**src/rtl/sram_ctrl_pkg.sv**
```systemverilog
package sram_ctrl_pkg;

    typedef enum logic [2:0] {
        PH_IDLE     = 3'd0,
        PH_RD_WAIT  = 3'd1,
        PH_WR_TURN  = 3'd2,
        PH_WR_PULSE = 3'd3,
        PH_WR_HOLD  = 3'd4
    } phase_e;

    // Whole clock periods covering t_ps, never fewer than one.
    function automatic int unsigned ps_to_clks(input int unsigned t_ps,
                                               input int unsigned clk_ps);
        int unsigned n;
        n = (t_ps + clk_ps - 1) / clk_ps;
        if (n < 1) n = 1;
        return n;
    endfunction

    function automatic int unsigned max2(input int unsigned a, input int unsigned b);
        return (a > b) ? a : b;
    endfunction

endpackage

```
**src/rtl/sram_cycle_timer.sv**
```systemverilog
module sram_cycle_timer #(
    parameter int CNT_W = 3
) (
    input  logic             clk,
    input  logic             rst_n,
    input  logic             load,
    input  logic [CNT_W-1:0] load_val,
    output logic             last
);
    logic [CNT_W-1:0] cnt_d, cnt_q;

    always_comb begin
        cnt_d = cnt_q;
        if (load)
            cnt_d = load_val;
        else if (cnt_q != '0)
            cnt_d = cnt_q - CNT_W'(1);
    end

    always_ff @(posedge clk or negedge rst_n) begin
        if (!rst_n) cnt_q <= '0;
        else        cnt_q <= cnt_d;
    end

    // High in the final cycle of a window of load_val cycles.
    assign last = (cnt_q == CNT_W'(1));
endmodule

```
**src/rtl/sram_rd_capture.sv**
```systemverilog
module sram_rd_capture #(
    parameter int DATA_W = 16,
    parameter int LANE_W = 8,
    localparam int LANES = DATA_W / LANE_W
) (
    input  logic              clk,
    input  logic              rst_n,
    input  logic              capture,
    input  logic [LANES-1:0]  lane_on,
    input  logic [DATA_W-1:0] bus_in,
    output logic [DATA_W-1:0] rdata,
    output logic              valid
);
    typedef struct packed {
        logic              valid;
        logic [DATA_W-1:0] data;
    } cap_s;

    cap_s cap_d, cap_q;
    logic [DATA_W-1:0] masked;

    for (genvar l = 0; l < LANES; l++) begin : g_lane
        assign masked[l*LANE_W +: LANE_W] = lane_on[l] ? bus_in[l*LANE_W +: LANE_W]
                                                       : '0;
    end

    always_comb begin
        cap_d       = cap_q;
        cap_d.valid = capture;
        if (capture) cap_d.data = masked;
    end

    always_ff @(posedge clk or negedge rst_n) begin
        if (!rst_n) cap_q <= '0;
        else        cap_q <= cap_d;
    end

    assign rdata = cap_q.data;
    assign valid = cap_q.valid;
endmodule

```
**src/rtl/sram_async_ctrl.sv**
```systemverilog
module sram_async_ctrl
    import sram_ctrl_pkg::*;
#(
    parameter int ADDR_W        = 20,
    parameter int DATA_W        = 16,
    parameter int CLK_PS        = 4000,
    parameter int T_ACCESS_PS   = 10000,
    parameter int T_RELEASE_PS  = 5000,
    parameter int T_STROBE_PS   = 7000,
    parameter int T_DSETUP_PS   = 5500,
    parameter int T_WHOLD_PS    = 0,
    localparam int LANE_W       = 8,
    localparam int LANES        = DATA_W / LANE_W
) (
    input  logic              clk,
    input  logic              rst_n,
    input  logic              req_valid,
    output logic              req_ready,
    input  logic              req_write,
    input  logic [ADDR_W-1:0] req_addr,
    input  logic [DATA_W-1:0] req_wdata,
    input  logic [LANES-1:0]  req_mask,
    output logic              rsp_valid,
    output logic [DATA_W-1:0] rsp_rdata,
    output logic [ADDR_W-1:0] mem_addr,
    output logic              mem_sel_n,
    output logic              mem_sel,
    output logic              mem_out_en_n,
    output logic              mem_wr_en_n,
    output logic [LANES-1:0]  mem_lane_en_n,
    output logic [DATA_W-1:0] mem_data_out,
    output logic              mem_data_drive,
    input  logic [DATA_W-1:0] mem_data_in
);
    localparam int RD_CYC    = ps_to_clks(T_ACCESS_PS, CLK_PS);
    localparam int TURN_CYC  = ps_to_clks(T_RELEASE_PS, CLK_PS);
    localparam int PULSE_CYC = max2(ps_to_clks(T_STROBE_PS, CLK_PS),
                                    ps_to_clks(T_DSETUP_PS, CLK_PS));
    localparam int HOLD_CYC  = ps_to_clks(T_WHOLD_PS, CLK_PS);
    localparam int MAX_CYC   = max2(max2(RD_CYC, TURN_CYC), max2(PULSE_CYC, HOLD_CYC));
    localparam int CNT_W     = $clog2(MAX_CYC + 1);

    typedef struct packed {
        phase_e            phase;
        logic [ADDR_W-1:0] addr;
        logic [DATA_W-1:0] wdata;
        logic [LANES-1:0]  mask;
        logic              sel;
        logic              out_en_n;
        logic              wr_en_n;
        logic [LANES-1:0]  lane_en_n;
        logic              drive;
    } ctrl_s;

    localparam ctrl_s CTRL_RESET = '{
        phase:     PH_IDLE,
        addr:      '0,
        wdata:     '0,
        mask:      '0,
        sel:       1'b0,
        out_en_n:  1'b1,
        wr_en_n:   1'b1,
        lane_en_n: '1,
        drive:     1'b0
    };

    ctrl_s            ctrl_d, ctrl_q;
    logic             tmr_load;
    logic [CNT_W-1:0] tmr_val;
    logic             tmr_last;
    logic             cap_fire;

    sram_cycle_timer #(.CNT_W(CNT_W)) u_timer (
        .clk      (clk),
        .rst_n    (rst_n),
        .load     (tmr_load),
        .load_val (tmr_val),
        .last     (tmr_last)
    );

    sram_rd_capture #(.DATA_W(DATA_W), .LANE_W(LANE_W)) u_capture (
        .clk     (clk),
        .rst_n   (rst_n),
        .capture (cap_fire),
        .lane_on (ctrl_q.mask),
        .bus_in  (mem_data_in),
        .rdata   (rsp_rdata),
        .valid   (rsp_valid)
    );

    always_comb begin
        ctrl_d   = ctrl_q;
        tmr_load = 1'b0;
        tmr_val  = '0;
        cap_fire = 1'b0;
        unique case (ctrl_q.phase)
            PH_IDLE: begin
                if (req_valid) begin
                    ctrl_d.addr      = req_addr;
                    ctrl_d.wdata     = req_wdata;
                    ctrl_d.mask      = req_mask;
                    ctrl_d.sel       = 1'b1;
                    ctrl_d.lane_en_n = ~req_mask;
                    tmr_load         = 1'b1;
                    if (req_write) begin
                        ctrl_d.phase    = PH_WR_TURN;
                        ctrl_d.out_en_n = 1'b1;
                        tmr_val         = CNT_W'(TURN_CYC);
                    end else begin
                        ctrl_d.phase    = PH_RD_WAIT;
                        ctrl_d.out_en_n = 1'b0;
                        tmr_val         = CNT_W'(RD_CYC);
                    end
                end
            end
            PH_RD_WAIT: begin
                if (tmr_last) begin
                    cap_fire         = 1'b1;
                    ctrl_d.phase     = PH_IDLE;
                    ctrl_d.sel       = 1'b0;
                    ctrl_d.out_en_n  = 1'b1;
                    ctrl_d.lane_en_n = '1;
                end
            end
            PH_WR_TURN: begin
                if (tmr_last) begin
                    ctrl_d.phase   = PH_WR_PULSE;
                    ctrl_d.wr_en_n = 1'b0;
                    ctrl_d.drive   = 1'b1;
                    tmr_load       = 1'b1;
                    tmr_val        = CNT_W'(PULSE_CYC);
                end
            end
            PH_WR_PULSE: begin
                if (tmr_last) begin
                    ctrl_d.phase   = PH_WR_HOLD;
                    ctrl_d.wr_en_n = 1'b1;
                    ctrl_d.drive   = 1'b0;
                    tmr_load       = 1'b1;
                    tmr_val        = CNT_W'(HOLD_CYC);
                end
            end
            PH_WR_HOLD: begin
                if (tmr_last) begin
                    ctrl_d.phase     = PH_IDLE;
                    ctrl_d.sel       = 1'b0;
                    ctrl_d.lane_en_n = '1;
                end
            end
            default: ctrl_d = CTRL_RESET;
        endcase
    end

    always_ff @(posedge clk or negedge rst_n) begin
        if (!rst_n) ctrl_q <= CTRL_RESET;
        else        ctrl_q <= ctrl_d;
    end

    assign req_ready      = (ctrl_q.phase == PH_IDLE);
    assign mem_addr       = ctrl_q.addr;
    assign mem_sel_n      = ~ctrl_q.sel;
    assign mem_sel        = ctrl_q.sel;
    assign mem_out_en_n   = ctrl_q.out_en_n;
    assign mem_wr_en_n    = ctrl_q.wr_en_n;
    assign mem_lane_en_n  = ctrl_q.lane_en_n;
    assign mem_data_out   = ctrl_q.wdata;
    assign mem_data_drive = ctrl_q.drive;
endmodule

```
**config.mk**
```make
export PLATFORM = sky130hd
export DESIGN_NAME = sram_async_ctrl
export DESIGN_NICKNAME = d
export VERILOG_FILES = /design/src/rtl/sram_ctrl_pkg.sv /design/src/rtl/sram_cycle_timer.sv /design/src/rtl/sram_rd_capture.sv /design/src/rtl/sram_async_ctrl.sv
export SDC_FILE = /design/constraint.sdc
export NUM_CORES = 1
export LEC_CHECK = 0
export ABC_CLOCK_PERIOD_IN_PS = 4200
export CAP_MARGIN = 10
export CORE_UTILIZATION = 40
export DETAILED_ROUTE_END_ITERATION = 6
export GPL_TIMING_DRIVEN = 1
export PLACE_DENSITY = 0.77
export SLEW_MARGIN = 40
export SYNTH_ARGS = -nofsm -noshare
export SYNTH_HDL_FRONTEND = slang
export SYNTH_SLANG_ARGS = --single-unit
export TNS_END_PERCENT = 20
```
**constraint.sdc**
```tcl
create_clock -name clk -period 4.2 [get_ports clk]
set_clock_uncertainty 0.2 [all_clocks]
set_input_delay 0.84 -clock clk [delete_from_list [all_inputs] [get_ports clk]]
set_output_delay 0.84 -clock clk [all_outputs]
set_load 0.02 [all_outputs]
```
==> Yosys cells after proc, flatten, opt, wreduce, memory -nomap -nowiden <==
Index checks and enable logic that the tools add are counted.
W data, S select, Z words.
{ "word_totals": {"reg_bits": 66, "out_inout_bits": 61} }
{ "classes": {"addsub": 1, "eq_ne": 11, "n_mux": 31, "bitwise": 6, "n_reduce_logical": 14} }
{ "ops": {"columns": ["operator", "n"], "rows": [
  ["$pmux W38 S2", 1],
  ["$mux W43", 1],
  ["$mux W2", 8],
  ["$mux W8", 2],
  ["$pmux W2 S3", 2],
  ["$pmux W3 S4", 1],
  ["$ne A2 B2 Y1 const B", 5],
  ["$mux W3", 3],
  ["$pmux W1 S3", 3],
  ["$reduce_and A3 Y1", 3],
  ["$mux W1", 8],
  ["$reduce_and A4 Y1", 2],
  ["$eq A3 B2 Y1 const B", 2],
  ["$reduce_or A3 Y1", 2],
  ["$not A1 Y1", 5],
  ["$pmux W1 S4", 1],
  ["$reduce_bool A2 Y1", 2],
  ["$reduce_or A2 Y1", 2],
  ["$reduce_or A4 Y1", 1],
  ["$eq A3 B1 Y1 const B", 1],
  ["$eq A3 B3 Y1 const B", 1],
  ["$logic_not A3 Y1", 1],
  ["$eq A2 B1 Y1 const B", 1],
  ["$ne A2 B1 Y1 const B", 1],
  ["4 further kinds", 4]
]} }

==> Longest topological paths before layout <==
{ "depth": {"word_depth": 4, "depth_mapped": 7} }

==> By module <==
A second synthesis with hierarchy kept.
{ "hier_totals": {"hier_cells": 344, "hier_area_um2": 3349.5} }
{ "modules_own_cells": {"columns": ["module", "instances", "cells_each", "area_each_um2", "seq_area_each_um2"], "rows": [
  ["sram_async_ctrl", 1, 261, 2539.9, 1181.1],
  ["sram_rd_capture", 1, 70, 673.1, 425.4],
  ["sram_cycle_timer", 1, 13, 136.4, 50.0]
]} }

==> Worst setup path after synthesis <==
Ideal clock, no wire load.
{ "synth_path": {"path_kind": "flip-flop to output port", "startpoint": "register ctrl_q[46] in the netlist's numbering", "endpoint": "output req_ready", "t_arrival_ns": 1.080, "required_ns": 3.160, "setup_slack_ns": 2.080, "stages_incl_launch_ff": 4, "path_buffers": 2, "cell_sequence": "dfrtp_1 buf_2 clkbuf_1 nor2_1"} }
{ "synth_between": {"elab_chain_len": 1} }
{ "synth_rtl": {"columns": ["element", "line_no", "text"], "rows": [
  ["from (decl)", "sram_async_ctrl.sv:67", "ctrl_s ctrl_d, ctrl_q;"],
  ["from (signal assigned)", "sram_async_ctrl.sv:156", "else ctrl_q <= ctrl_d;"],
  ["$logic_not A3 Y1", "sram_async_ctrl.sv:159", "assign req_ready = (ctrl_q.phase == PH_IDLE);"],
  ["to (decl)", "sram_async_ctrl.sv:18", "output logic req_ready,"]
]} }
Every way passes these cells.

==> Worst setup path after layout <==
{ "layout_path": {"startpoint": "register ctrl_q[44] in the netlist's numbering", "endpoint": "output req_ready"} }
Same word-level chain as after synthesis.

==> flow_summary.json <==
{
  "run_status": "finished, final reports clean",
  "synthToLayoutAreaGrowth_pct": 33.42,
  "cts_tree": "yes",
  "syn-cell-area_um2": 3396,
  "routed_wirelength_um": 7935,
  "worst_hold_path_type": "flop to flop",
  "cts_buffer_depth": 2,
  "setup-violations-final": 0,
  "crit_path_end_kind": "primary output",
  "first_global_vias": 2573,
  "rsz0062_at_grt": "no",
  "num_antenna_cells": 0,
  "critical_path_depth": 3,
  "crit_start": "ctrl_q[44]$_DFFE_PN0P_",
  "design.core.area_um2": 8217,
  "cts_resized": 0,
  "drv_slew": 0,
  "global_route.overflow_total": 0,
  "critical-path-slowest-cell": "clkdlybuf4s50_1",
  "die_h_um": 94.14,
  "timing.rr.start": "u_timer.cnt_q[1]$_DFFE_PN0P_",
  "slew_headroom_pct": 52.99,
  "floorplan.rows": 33,
  "drcViolationCount": 0,
  "ir_drop_uv": 396.3,
  "syn_nets": 399,
  "dp_cells": 505,
  "critPathTopFamily": "buffers and inverters",
  "critical_path.max_fanout": 14,
  "synth_area_per_cell_um2": 10.02,
  "placedInstanceArea_um2": 4333,
  "cap_viol_max_count": 0,
  "grt_start_max_net_pins": 52,
  "min_period_over_period_pct": 71.76,
  "die-area_um2": 8861,
  "synth-seq-area-share_pct": 48.78,
  "drt_pre_antenna_iters": 5,
  "period_needed_ns": 3.014,
  "port_buffers": 118,
  "cts_sinks": 66,
  "crit_chain": "or2_4, nor2_1, clkdlybuf4s50_1",
  "global_route_wire_length_before_repair_um": 12740,
  "power_density_nw_per_um2": 736.6,
  "io_pins": 119,
  "ys.flop_type": "dfrtp_1",
  "grt_antenna_before_repair": 0,
  "drive_above_1_share_pct": 13.94,
  "avgViaCountPerCell": 4.910,
  "final_cell_count_no_fill": 521,
  "timing_hold_violations_final": 0,
  "insertion_delay_ns": 0.33,
  "crit_path_start_kind": "flop",
  "final_gp_congestion": 0.7724,
  "post-dp-hpwl_um": 5349,
  "fmaxAchievable_ghz": 0.3318,
  "via_count": 2558,
  "clock_tree.htree_level_count": 3,
  "hold_buffers": 0,
  "worst-slew-pin-transition_ns": 0.7048,
  "setup.worst_path.end": "req_ready",
  "ctsRootBufferMaster": "clkbuf_8",
  "cts_buffers": 9,
  "drtIter0Drc": 140,
  "multi_input_gate_area_um2": 1175,
  "start_util_pct": 41.33,
  "clk_pin_slew_ns": 0.07,
  "ant_nets": 0,
  "grt_use_total_pct": 18.81,
  "synth.top_cells.by_area": "dfrtp_1, nand4b_1, buf_4",
  "cell_variety_after_synth": 34,
  "critical_path_class": "flop to primary output",
  "commonest_cells_after_routing_fill_and_taps_aside": "clkdlybuf4s50_1, dfrtp_1, inv_1",
  "cts_setup_buffers": 0,
  "buf_inv_stages_crit_path": 1,
  "setup_total_negative_slack_ns": 0,
  "timing.rr.end": "u_capture.rdata[5]$_DFFE_PN0P_",
  "wire_per_inst_um": 15.23,
  "required_ns": 3.16,
  "synth.largest_area_cell": "dfrtp_1",
  "layout.area.seq_um2": 1657,
  "static-leakage-power_uw": 0.001904,
  "postSynthCellCount": 339,
  "number_of_flops_mapped_to_enable_cells_by_yosys": 0,
  "critical_path.max_stage_delay_ns": 0.62,
  "layout.cells.most_common": "clkdlybuf4s50_1",
  "filler_cell_count": 718,
  "worstPathArrival_ns": 1.97,
  "r2r_cells": 4,
  "number_of_synthesis_warnings": 0,
  "finish.net_count": 471,
  "finish.instance_area_um2": 4531,
  "r2r_slack_ns": 2.00,
  "synth-seq-cells": 66,
  "asyncSetResetFlopFracSynth_pct": 100.0,
  "synthDominantCellAreaShare_pct": 45.69,
  "die_width_um": 94.14
}
[Yosys cell counts (3+ instances only)]
master,count
buf_6,4
buf_4,38
nor3_1,3
nor2_1,4
buf_2,5
o21ai_0,24
dfrtp_1,62
nand4b_1,36
inv_1,43
o21ai_2,30
nand2_1,33
a211oi_1,7
a21oi_1,8
dfstp_2,4
clkbuf_1,12
[flip-flops by register name, summed over array words and instances, names as in the netlist, 2 cells and up]
signal           cells
mem_data_out        16
mem_lane_en_n        2
u_capture.rdata     16
mem_addr            20
u_timer.cnt_q        2
ctrl_q               5
[power breakdown]
group          total (uW)  switching, uW  internal (uW)
sequential           1120            201            917
combinational        1680            900            782
clock                 537            230            307
total                3340           1330           2010
[per-stage QoR]
| stage | power, uW | util, % | hold slack, ns | setup WS, ns |
|---|---|---|---|---|
| 3_3_place_gp | 2764 | 52.64 | 0.2632 | 1.443 |
| 6_report | 3337 | 55.14 | 0.2831 | 1.186 |
| 4_1_cts | 3374 | 55.14 | 0.2876 | 1.178 |
| 5_1_grt | 3547 | 55.14 | 0.3235 | 1.110 |
| 3_5_place_dp | 2816 | 52.73 | 0.2714 | 1.346 |
| 2_1_floorplan | 2336 | - | 0.3081 | 2.080 |
[worst min-delay path by stage]
stage                               startpoint                               to  slack, ns  depth (start not counted)
2_1_floorplan          mem_addr[0]$_DFFE_PN0P_          mem_addr[0]$_DFFE_PN0P_       0.31                          2
3_3_place_gp    u_capture.rdata[0]$_DFFE_PN0P_   u_capture.rdata[0]$_DFFE_PN0P_       0.26                          2
3_5_place_dp    u_capture.rdata[6]$_DFFE_PN0P_   u_capture.rdata[6]$_DFFE_PN0P_       0.27                          2
4_1_cts         u_capture.rdata[6]$_DFFE_PN0P_   u_capture.rdata[6]$_DFFE_PN0P_       0.29                          2
5_1_grt        u_capture.rdata[15]$_DFFE_PN0P_  u_capture.rdata[15]$_DFFE_PN0P_       0.32                          2
6_report        u_capture.rdata[3]$_DFFE_PN0P_   u_capture.rdata[3]$_DFFE_PN0P_       0.28                          2
[per-layer routing]
metal / share of wire, % / GRT usage, % / up-vias
met3: 4.3 / 4.045 / 8
li1: - / - / 1245
met5: 0 / 0 / -
met1: 44 / 24.45 / 1238
met2: 50 / 30.35 / 67
met4: 1.3 / 7.564 / 0
[worst min-delay path: stages, from the launching register on]
cell and delay (ns):
dfrtp_1 0.34, nand2_1 0.04, o21ai_0 0.06
[layout make-up]
type                       count  area share (%)
tap                          105           2.900
sequential                    66           36.56
clock inverter                 2          0.7733
multi-input combinational    169           25.93
inverter                      43           3.563
timing repair buffer         122           26.68
clock buffer                  14           3.590
[cells by family after synthesis]
| kind of cell | synth area share (%) |
|---|---|
| buffers and inverters | 16.76 |
| and+or+nand+nor | 17.21 |
| AOI/OAI and AO/OA | 16.25 |
| DFF | 48.78 |
| adders and majority gates | 0.7368 |
| xor gates and xnor gates | 0.2580 |
No activity file was read; power rests on OpenSTA's default activity.
